## src/rtl/tfh_pkg.sv

```systemverilog
package tfh_pkg;

    localparam int KEY_WORDS = 10;
    localparam int KEY_AW    = 4;
    localparam int KEY_BYTES = 40;
    localparam int KEY_BITS  = KEY_BYTES * 8;
    localparam int KEY_PAD   = KEY_BITS + 32;
    localparam int WIN_BITS  = 40;
    localparam int HASH_W    = 32;
    localparam int IDX_SHIFT = 12;
    localparam int IDX_W     = HASH_W - IDX_SHIFT;
    localparam int KEY_PRESHIFT = 5;

    typedef logic [KEY_BITS-1:0] vec320_t;

    typedef struct packed {
        logic [127:0] src;
        logic [127:0] dst;
        logic [15:0]  sport;
        logic [15:0]  dport;
        logic [7:0]   proto;
    } flow_tuple_t;

    typedef enum logic {
        ENG_IDLE = 1'b0,
        ENG_RUN  = 1'b1
    } eng_state_e;

    // Mirror byte order: byte k from the top becomes byte k from the bottom.
    function automatic vec320_t swap_bytes(input vec320_t v);
        vec320_t r;
        for (int k = 0; k < KEY_BYTES; k++) begin
            r[KEY_BITS-1-8*k -: 8] = v[8*k+7 -: 8];
        end
        return r;
    endfunction

    // Conditioned key: shift by the fixed amount, then mirror bytes.
    function automatic vec320_t condition_key(input vec320_t raw);
        return swap_bytes(raw << KEY_PRESHIFT);
    endfunction

    // Build the 40-byte packed tuple, then reverse it so that the byte
    // consumed first sits at the top of the vector.
    function automatic vec320_t serialize_tuple(input flow_tuple_t t);
        vec320_t fwd;
        fwd = {t.src, t.dst,
               t.sport[7:0], t.sport[15:8],
               t.dport[7:0], t.dport[15:8],
               t.proto, 24'h000000};
        return swap_bytes(fwd);
    endfunction

    // Contribution of one input byte against its 40-bit key window.
    function automatic logic [HASH_W-1:0] byte_term(input logic [WIN_BITS-1:0] win,
                                                    input logic [7:0] v);
        logic [HASH_W-1:0] acc;
        acc = '0;
        for (int b = 0; b < 8; b++) begin
            if (v[7-b]) acc = acc ^ win[WIN_BITS-1-b -: HASH_W];
        end
        return acc;
    endfunction

endpackage

```

## src/rtl/tfh_key_bank.sv

```systemverilog
module tfh_key_bank
    import tfh_pkg::*;
(
    input  logic              clk,
    input  logic              rst,
    input  logic              we,
    input  logic [KEY_AW-1:0] waddr,
    input  logic [31:0]       wdata,
    output vec320_t           key_cond
);

    vec320_t raw_key;

    for (genvar w = 0; w < KEY_WORDS; w++) begin : g_word
        logic [31:0] word_q;

        always_ff @(posedge clk) begin
            if (rst) begin
                word_q <= '0;
            end else if (we && (waddr == KEY_AW'(w))) begin
                word_q <= wdata;
            end
        end

        assign raw_key[KEY_BITS-1-32*w -: 32] = word_q;
    end

    assign key_cond = condition_key(raw_key);

endmodule

```

## src/rtl/tfh_engine.sv

```systemverilog
module tfh_engine
    import tfh_pkg::*;
#(
    parameter int LANES = 1
) (
    input  logic              clk,
    input  logic              rst,
    input  logic              start,
    input  vec320_t           key_in,
    input  vec320_t           data_in,
    input  logic [IDX_W-1:0]  mask_in,
    output logic              busy,
    output logic              last_step,
    output logic [HASH_W-1:0] hash_nx,
    output logic [IDX_W-1:0]  mask_q
);

    // LANES must divide the 40 key bytes.
    localparam int STEPS = KEY_BYTES / LANES;
    localparam int CNT_W = $clog2(STEPS + 1);
    localparam int SHAMT = 8 * LANES;

    eng_state_e              state_q;
    logic [CNT_W-1:0]        cnt_q;
    logic [KEY_PAD-1:0]      key_sr;
    vec320_t                 dat_sr;
    logic [HASH_W-1:0]       acc_q;
    logic [LANES-1:0][HASH_W-1:0] lane_term;
    logic [HASH_W-1:0]       fold;

    for (genvar l = 0; l < LANES; l++) begin : g_lane
        assign lane_term[l] = byte_term(key_sr[KEY_PAD-1-8*l -: WIN_BITS],
                                        dat_sr[KEY_BITS-1-8*l -: 8]);
    end

    always_comb begin
        fold = acc_q;
        for (int l = 0; l < LANES; l++) begin
            fold = fold ^ lane_term[l];
        end
    end

    assign busy      = (state_q == ENG_RUN);
    assign last_step = busy && (cnt_q == CNT_W'(STEPS - 1));
    assign hash_nx   = fold;

    always_ff @(posedge clk) begin
        if (rst) begin
            state_q <= ENG_IDLE;
            cnt_q   <= '0;
            key_sr  <= '0;
            dat_sr  <= '0;
            acc_q   <= '0;
            mask_q  <= '0;
        end else begin
            unique case (state_q)
                ENG_IDLE: begin
                    if (start) begin
                        key_sr  <= {key_in, 32'h0000_0000};
                        dat_sr  <= data_in;
                        acc_q   <= '0;
                        cnt_q   <= '0;
                        mask_q  <= mask_in;
                        state_q <= ENG_RUN;
                    end
                end
                ENG_RUN: begin
                    acc_q  <= fold;
                    key_sr <= key_sr << SHAMT;
                    dat_sr <= dat_sr << SHAMT;
                    cnt_q  <= cnt_q + CNT_W'(1);
                    if (last_step) state_q <= ENG_IDLE;
                end
                default: state_q <= ENG_IDLE;
            endcase
        end
    end

endmodule

```

## src/rtl/tfh_result.sv

```systemverilog
module tfh_result
    import tfh_pkg::*;
(
    input  logic              clk,
    input  logic              rst,
    input  logic              capture,
    input  logic [HASH_W-1:0] hash_in,
    input  logic [IDX_W-1:0]  mask_in,
    input  logic              out_ready,
    output logic              out_valid,
    output logic [HASH_W-1:0] out_hash,
    output logic [IDX_W-1:0]  out_index
);

    always_ff @(posedge clk) begin
        if (rst) begin
            out_valid <= 1'b0;
            out_hash  <= '0;
            out_index <= '0;
        end else if (capture) begin
            out_valid <= 1'b1;
            out_hash  <= hash_in;
            out_index <= hash_in[HASH_W-1:IDX_SHIFT] & mask_in;
        end else if (out_valid && out_ready) begin
            out_valid <= 1'b0;
        end
    end

endmodule

```

## src/rtl/toeplitz_flow_hasher.sv

```systemverilog
module toeplitz_flow_hasher
    import tfh_pkg::*;
#(
    parameter int LANES = 1,
    parameter int ENT_W = IDX_W + 1
) (
    input  logic              clk,
    input  logic              rst,
    input  logic              key_we,
    input  logic [KEY_AW-1:0] key_waddr,
    input  logic [31:0]       key_wdata,
    input  logic              in_valid,
    output logic              in_ready,
    input  logic [127:0]      src_addr,
    input  logic [127:0]      dst_addr,
    input  logic [15:0]       src_port,
    input  logic [15:0]       dst_port,
    input  logic [7:0]        l4_proto,
    input  logic [ENT_W-1:0]  tbl_entries,
    output logic              out_valid,
    input  logic              out_ready,
    output logic [HASH_W-1:0] out_hash,
    output logic [IDX_W-1:0]  out_index
);

    vec320_t           key_cond;
    vec320_t           packed_tuple;
    flow_tuple_t       tup;
    logic [IDX_W-1:0]  mask_now;
    logic [IDX_W-1:0]  mask_run;
    logic              eng_busy;
    logic              eng_last;
    logic [HASH_W-1:0] eng_hash;
    logic              accept;

    assign tup = '{src: src_addr, dst: dst_addr, sport: src_port,
                   dport: dst_port, proto: l4_proto};
    assign packed_tuple = serialize_tuple(tup);
    assign mask_now     = IDX_W'(tbl_entries - ENT_W'(1));
    assign in_ready     = !eng_busy && !out_valid;
    assign accept       = in_valid && in_ready;

    tfh_key_bank u_keys (
        .clk      (clk),
        .rst      (rst),
        .we       (key_we),
        .waddr    (key_waddr),
        .wdata    (key_wdata),
        .key_cond (key_cond)
    );

    tfh_engine #(.LANES(LANES)) u_engine (
        .clk       (clk),
        .rst       (rst),
        .start     (accept),
        .key_in    (key_cond),
        .data_in   (packed_tuple),
        .mask_in   (mask_now),
        .busy      (eng_busy),
        .last_step (eng_last),
        .hash_nx   (eng_hash),
        .mask_q    (mask_run)
    );

    tfh_result u_result (
        .clk       (clk),
        .rst       (rst),
        .capture   (eng_last),
        .hash_in   (eng_hash),
        .mask_in   (mask_run),
        .out_ready (out_ready),
        .out_valid (out_valid),
        .out_hash  (out_hash),
        .out_index (out_index)
    );

endmodule

```

## config.mk

```make
export PLATFORM = sky130hd
export DESIGN_NAME = toeplitz_flow_hasher
export DESIGN_NICKNAME = d
export VERILOG_FILES = /design/src/rtl/tfh_pkg.sv /design/src/rtl/tfh_key_bank.sv /design/src/rtl/tfh_engine.sv /design/src/rtl/tfh_result.sv /design/src/rtl/toeplitz_flow_hasher.sv
export SDC_FILE = /design/constraint.sdc
export NUM_CORES = 2
export LEC_CHECK = 0
export BUFFER_PORTS_ARGS = -buffer_cell sky130_fd_sc_hd__buf_4
export CORE_UTILIZATION = 55
export DETAILED_ROUTE_END_ITERATION = 16
export PLACE_DENSITY = 0.86
export SLEW_MARGIN = 10
export SYNTH_ARGS = -nofsm -noshare
export SYNTH_HDL_FRONTEND = slang
export SYNTH_HIERARCHICAL = 1
export SYNTH_SLANG_ARGS = --single-unit
```

## constraint.sdc

```tcl
create_clock -name clk -period 2.8 [get_ports clk]
set_clock_uncertainty 0.05 [all_clocks]
set_input_delay 0.56 -clock clk [delete_from_list [all_inputs] [get_ports clk]]
set_output_delay 0.56 -clock clk [all_outputs]
set_load 0.05 [all_outputs]
```

Word level (Yosys, flattened, before mapping)
Cells that the tools add are included.
{ "op_classes": {"n_addsub": 2, "n_eq_ne": 11, "n_mux": 21, "bitwise_logic": 10, "n_reduce_logical": 19} }
{ "ops": {"columns": ["op", "n"], "rows": [
  ["$pmux W352 S2", 1],
  ["$pmux W320 S2", 1],
  ["$mux W352", 1],
  ["$mux W320", 1],
  ["$mux W32", 9],
  ["$xor A32 B32 Y32", 8],
  ["$pmux W32 S2", 1],
  ["$and A20 B20 Y20", 1],
  ["$sub A20 B1 Y20 const B", 1],
  ["$eq A4 B3 Y1 const B", 4],
  ["$logic_and A1 B1 Y1", 14],
  ["$pmux W6 S2", 1],
  ["$eq A4 B2 Y1 const B", 2],
  ["$eq A4 B4 Y1 const B", 2],
  ["$add A6 B1 Y6 const B", 1],
  ["$eq A6 B6 Y1 const B", 1],
  ["$mux W6", 1],
  ["$eq A4 B1 Y1 const B", 1],
  ["$logic_not A4 Y1", 1],
  ["$mux W1", 4],
  ["$logic_not A1 Y1", 2],
  ["$ne A2 B2 Y1 const B", 1],
  ["$pmux W1 S2", 1],
  ["$reduce_and A2 Y1", 1],
  ["2 further kinds", 2]
]} }
{ "totals": {"regBits": 1099, "inputBits": 358, "output_inout_bits": 54, "word_cells": 82} }

Longest topological paths before layout
{ "depth": {"depth_word": 17, "mapped_depth": 9} }

Cells and area by module
Netlist, hierarchy kept.
{ "modules_own_cells": {"columns": ["mod", "n_inst", "cells_per_inst", "area_per_inst_um2", "seq_area_each_um2"], "rows": [
  ["tfh_engine", 1, 4188, 34217.8, 13993.4],
  ["tfh_key_bank", 1, 1102, 12300.5, 6306.0],
  ["tfh_result", 1, 194, 1984.4, 1061.0],
  ["toeplitz_flow_hasher", 1, 55, 362.8, 0.0]
]} }

Worst setup path after synthesis
Ideal clock, no wire load.
{ "synth_timing": {"kind": "register to register", "from": "register u_result.out_valid", "to": "register u_engine.dat_sr[312]", "setup_ns": 0.128, "arrival_time_ns": 2.570, "path_slack_ns": 0.053, "path_stages_with_launch": 10, "path_buffers": 3, "period_less_slack_ns": 2.747, "path_cell_list": "dfxtp_1 nor2_1 and2_1 clkbuf_1 clkbuf_1 buf_2 mux2i_1 nor2_1 a21oi_1 nor2_1"} }
{ "synth_between": {"elab_chain_len": 4} }
{ "synth_rtl": {"columns": ["element", "line", "rtl"], "rows": [
  ["start, declared", "tfh_result.sv:10", "output logic out_valid,"],
  ["start signal, assigned", "tfh_result.sv:17", "out_valid <= 1'b0;"],
  ["start signal, assigned", "tfh_result.sv:21", "out_valid <= 1'b1;"],
  ["start signal, assigned", "tfh_result.sv:25", "out_valid <= 1'b0;"],
  ["$logic_not A1 Y1", "toeplitz_flow_hasher.sv:40", "assign in_ready = !eng_busy && !out_valid;"],
  ["$logic_and A1 B1 Y1", "toeplitz_flow_hasher.sv:40", null],
  ["via in_ready", "toeplitz_flow_hasher.sv:13", "output logic in_ready,"],
  ["$logic_and A1 B1 Y1", "toeplitz_flow_hasher.sv:41", "assign accept = in_valid && in_ready;"],
  ["via accept", "toeplitz_flow_hasher.sv:34", "logic accept;"],
  ["$ne A2 B2 Y1 (no line)", null, null],
  ["end signal, assigned", "tfh_engine.sv:60", "dat_sr <= data_in;"],
  ["end signal, assigned", "tfh_engine.sv:70", "dat_sr <= dat_sr << SHAMT;"],
  ["end, declared", "tfh_engine.sv:26", "vec320_t dat_sr;"]
]} }
The timed path passes the listed nets, and every way through them passes these cells.
A chain may end at the register's enable or synchronous reset.

Worst setup path in the final report
{ "layout_timing": {"from": "register u_engine.state_q (netlist: u_engine/busy)", "to": "register u_engine.key_sr[189]"} }
{ "layout_between": {"elab_chain_len": 4} }
{ "layout_rtl": {"columns": ["element", "line", "rtl"], "rows": [
  ["start, declared", "tfh_engine.sv:23", "eng_state_e state_q;"],
  ["start signal, assigned", "tfh_engine.sv:49", "state_q <= ENG_IDLE;"],
  ["start signal, assigned", "tfh_engine.sv:64", "state_q <= ENG_RUN;"],
  ["start signal, assigned", "tfh_engine.sv:72", "if (last_step) state_q <= ENG_IDLE;"],
  ["$logic_not A1 Y1", "toeplitz_flow_hasher.sv:40", null],
  ["$logic_and A1 B1 Y1", "toeplitz_flow_hasher.sv:40", null],
  ["$logic_and A1 B1 Y1", "toeplitz_flow_hasher.sv:41", null],
  ["via accept", "toeplitz_flow_hasher.sv:34", null],
  ["$ne A2 B2 Y1 (no line)", null, null],
  ["end signal, assigned", "tfh_engine.sv:59", "key_sr <= {key_in, 32'h0000_0000};"],
  ["end signal, assigned", "tfh_engine.sv:69", "key_sr <= key_sr << SHAMT;"],
  ["end, declared", "tfh_engine.sv:25", "logic [KEY_PAD-1:0] key_sr;"]
]} }
The timed path passes the listed nets, and every way through them passes these cells.

==> impl_metrics.py <==
metrics = {
    "status": {
        "outcome": "finished, final reports clean",
    },
    "synth": {
        "synthArstFlopShare": 0,
        "yosys_warnings": 6,
        "syn_area_mm2": 0.0489,
        "synthDistinctLibCells": 43,
        "postSynthAreaPerCell_um2": 8.82,
        "synth_flop_cell": "dfxtp_1",
        "seq_area_frac_synth": 0.437,
        "yosysTopAreaCell": "dfxtp_1",
        "synthTopCellsByArea": "dfxtp_1, mux2i_1, nor2_1",
        "syn-instance-count": 5539,
        "synth_edf_count": 0,
        "synth_top_area_frac": 0.437,
        "synth_seq_cells": 1067,
    },
    "floorplanning": {
        "die_area_mm2": 0.0900,
        "die_y_um": 300,
        "start_util": 0.559,
        "num_io_pins": 412,
        "coreArea_mm2": 0.0874,
        "rows": 108,
        "dieWidth_um": 300,
    },
    "clocking": {
        "root_buffer": "clkbuf_16",
        "clock_path_buffers": 3,
        "cts_buffers": 106,
        "clkLatencyLatePin_ps": 700,
        "ctsResizeCount": 0,
        "ctsHoldBuffers": 0,
        "cts_tree": "built",
        "cts_max_level": 3,
        "postCtsSetupRepairBufs": 0,
        "cts_sinks": 1067,
        "clk_pin_slew_worst_paths_ps": 60,
    },
    "power_and_ir_drop": {
        "power_density_mw_per_mm2": 600,
        "ir_worst_vdd_uv": 606,
        "cellLeakagePower_nw": 24.6,
        "finalPower_mw": 33.7,
    },
    "timing": {
        "tightest_slew_ps": 1120,
        "final.setup.tns_ps": 0,
        "finalHoldViolations": 0,
        "slew_viol_final": 0,
        "rsz0062_at_grt": "false",
        "post-route-period-util": 0.857,
        "layout_min_cycle_time_ps": 2400,
        "setup_viol": 0,
        "slew_headroom": 0.247,
        "fmax_mhz": 417,
    },
    "grt": {
        "grt.total_usage": 0.260,
        "grt_pass1_wl_um": 190000,
        "grt-ovfl-total": 0,
        "grt_pass1_vias": 37000,
        "antenna_found_initial": 23,
        "grt_max_degree": 260,
    },
    "run": {
        "drv_cap": 0,
    },
    "worst_setup_path": {
        "crit_end": "u_engine/key_sr[189]$_SDFFE_PP0P_",
        "cp.arrival_ps": 2910,
        "rr_endpoint": "u_engine/key_sr[189]$_SDFFE_PP0P_",
        "critPathKind": "register to register",
        "r2r-start": "u_engine/busy$_SDFF_PP0_",
        "crit_start": "u_engine/busy$_SDFF_PP0_",
        "path_max_fanout": 18,
        "rrSetupSlack_ps": 400,
        "worstRegToRegCells": 9,
        "startpoint_type": "register",
        "worst_setup_path_end_kind": "register",
        "cp_data_required_time_ps": 3310,
    },
    "route": {
        "postRouteWirelength_um": 122000,
        "firstDrtPassIters": 8,
        "detail-route-antenna-nets": 0,
        "routed-via-count": 38400,
        "drtIter0Drc": 3480,
        "wl_per_cell_um": 17.4,
        "drcViolationCount": 0,
        "detail_route.vias_per_cell": 5.50,
    },
    "placed_design": {
        "io_buffers": 410,
        "gp_congestion": 0.896,
        "place_hpwl_um": 76700,
    },
    "layout": {
        "area_growth_pct": 15.0,
        "fin_nets": 6082,
        "drive_gt1_frac": 0.129,
    },
    "worst_hold_path": {
        "hold_class": "primary input to register",
    },
}
-- state kept, by name (all words and copies together), names as in the netlist --
signal                count
u_engine/dat_sr         320
u_engine/key_sr         320
u_keys/g_word.word_q    315
u_engine/acc_q           32
u_result/out_hash        32
u_engine/mask_q          20
u_result/out_index       20
u_engine/cnt_q            6
u_engine/busy             1
u_result/out_valid        1
-- cell usage in the layout (no fill, tap or decap), drive strengths merged --
cell	Yosys	layout
buf	223	524
a211oi	1	1
dfxtp	1067	1067
bufinv	0	6
nor3b	4	4
and3b	2	2
or3	1	1
clkbuf	253	149
mux2i	988	988
or2	2	2
xnor3	32	32
nand2b	370	370
clkinvlp	0	5
nor3	8	8
nor4	6	6
and2	3	3
nand3	26	26
or4	3	3
a21oi	671	671
conb	2	29
clkinv	0	25
nor2	1309	1309
xnor2	165	165
diode	0	22
nor2b	4	4
a22o	32	32
ha	2	2
nand2	311	311
o31ai	1	1
nand4	2	2
xor2	45	45
o211ai	1	1
inv	5	11
-- metrics by stage --
stage	area (um^2)	instances	util	setup WS (ps)	hold WS (ps)
after detailed placement	52600	6769	0.602	423	397
after global placement	52600	6769	0.602	485	393
after floorplan	49000	5566	-	52.5	387
final	56200	6982	0.643	399	56.0
after CTS	56100	6960	0.642	395	24.7
after global routing	56200	6982	0.643	327	65.0
-- synth_stat cells, drive strengths merged, types with 3 or more instances --
cell type and count:
inv 5, xnor2 165, xnor3 32, a21oi 671, nand3 26, nor2 1309
mux2i 988, xor2 45, nor2b 4, buf 223, or4 3, nor3b 4
nand2b 370, nor3 8, and2 3, a22o 32, dfxtp 1067, nor4 6
clkbuf 253, nand2 311
-- per-layer routing --
| metal | track usage | part of all wire |
|---|---|---|
| met4 | 0.141 | 0.045 |
| met1 | 0.324 | 0.42 |
| met3 | 0.0348 | 0.056 |
| met2 | 0.434 | 0.48 |
| met5 | 0 | 0 |
-- layout make-up --
cell class | instances | area [um^2]
antenna | 22 | 55.1
clock buffer | 149 | 3030
clock inverter | 42 | 502
fill | 6577 | 31200
inverter | 5 | 18.8
multi-input combinational | 4018 | 25300
sequential | 1067 | 21400
tap | 1155 | 1450
timing repair buffer | 524 | 4480
-- how the worst min path moves through the flow --
stage / from / cells after the start / endpoint
final: src_addr[124] / 3 / u_engine/dat_sr[4]$_SDFFE_PP0P_
after global routing: src_addr[124] / 3 / u_engine/dat_sr[4]$_SDFFE_PP0P_
after CTS: src_addr[124] / 3 / u_engine/dat_sr[4]$_SDFFE_PP0P_
after detailed placement: u_engine/mask_q[12]$_SDFFE_PP0P_ / 2 / u_engine/mask_q[12]$_SDFFE_PP0P_
after global placement: u_engine/mask_q[15]$_SDFFE_PP0P_ / 2 / u_engine/mask_q[15]$_SDFFE_PP0P_
after floorplan: u_engine/mask_q[0]$_SDFFE_PP0P_ / 2 / u_engine/mask_q[0]$_SDFFE_PP0P_
-- worst max-delay path: stages, from the launching register on --
cell	delay [ps]
dfxtp_4	410
nor2_1	170
and2_4	370
buf_12	230
buf_12	190
buf_12	200
mux2i_1	290
nor2_1	80
a21oi_1	200
nor2_1	60
-- power breakdown --
| part | switching, mW | total [mW] | leakage, nW | internal (mW) |
|---|---|---|---|---|
| clock network | 6.17 | 14.3 | 1.73 | 8.17 |
| registers | 0.291 | 15.9 | 8.65 | 15.6 |
| logic | 2.03 | 3.49 | 14.3 | 1.46 |
| total | 8.48 | 33.7 | 24.6 | 25.2 |
-- kinds of logic (layout without fill, tap and decap cells) --
kind of cell,after synthesis,after routing,share of synthesized area
simple gates,2051,2051,0.180
xor+xnor,242,242,0.0568
buf+inv,481,720,0.0479
compound gates,706,706,0.0749
flops,1067,1067,0.437
mux,988,988,0.202
other cells,2,51,0.000154
fa+ha+maj,2,2,0.000512
Note: power is estimated with default switching activity, not from simulation.
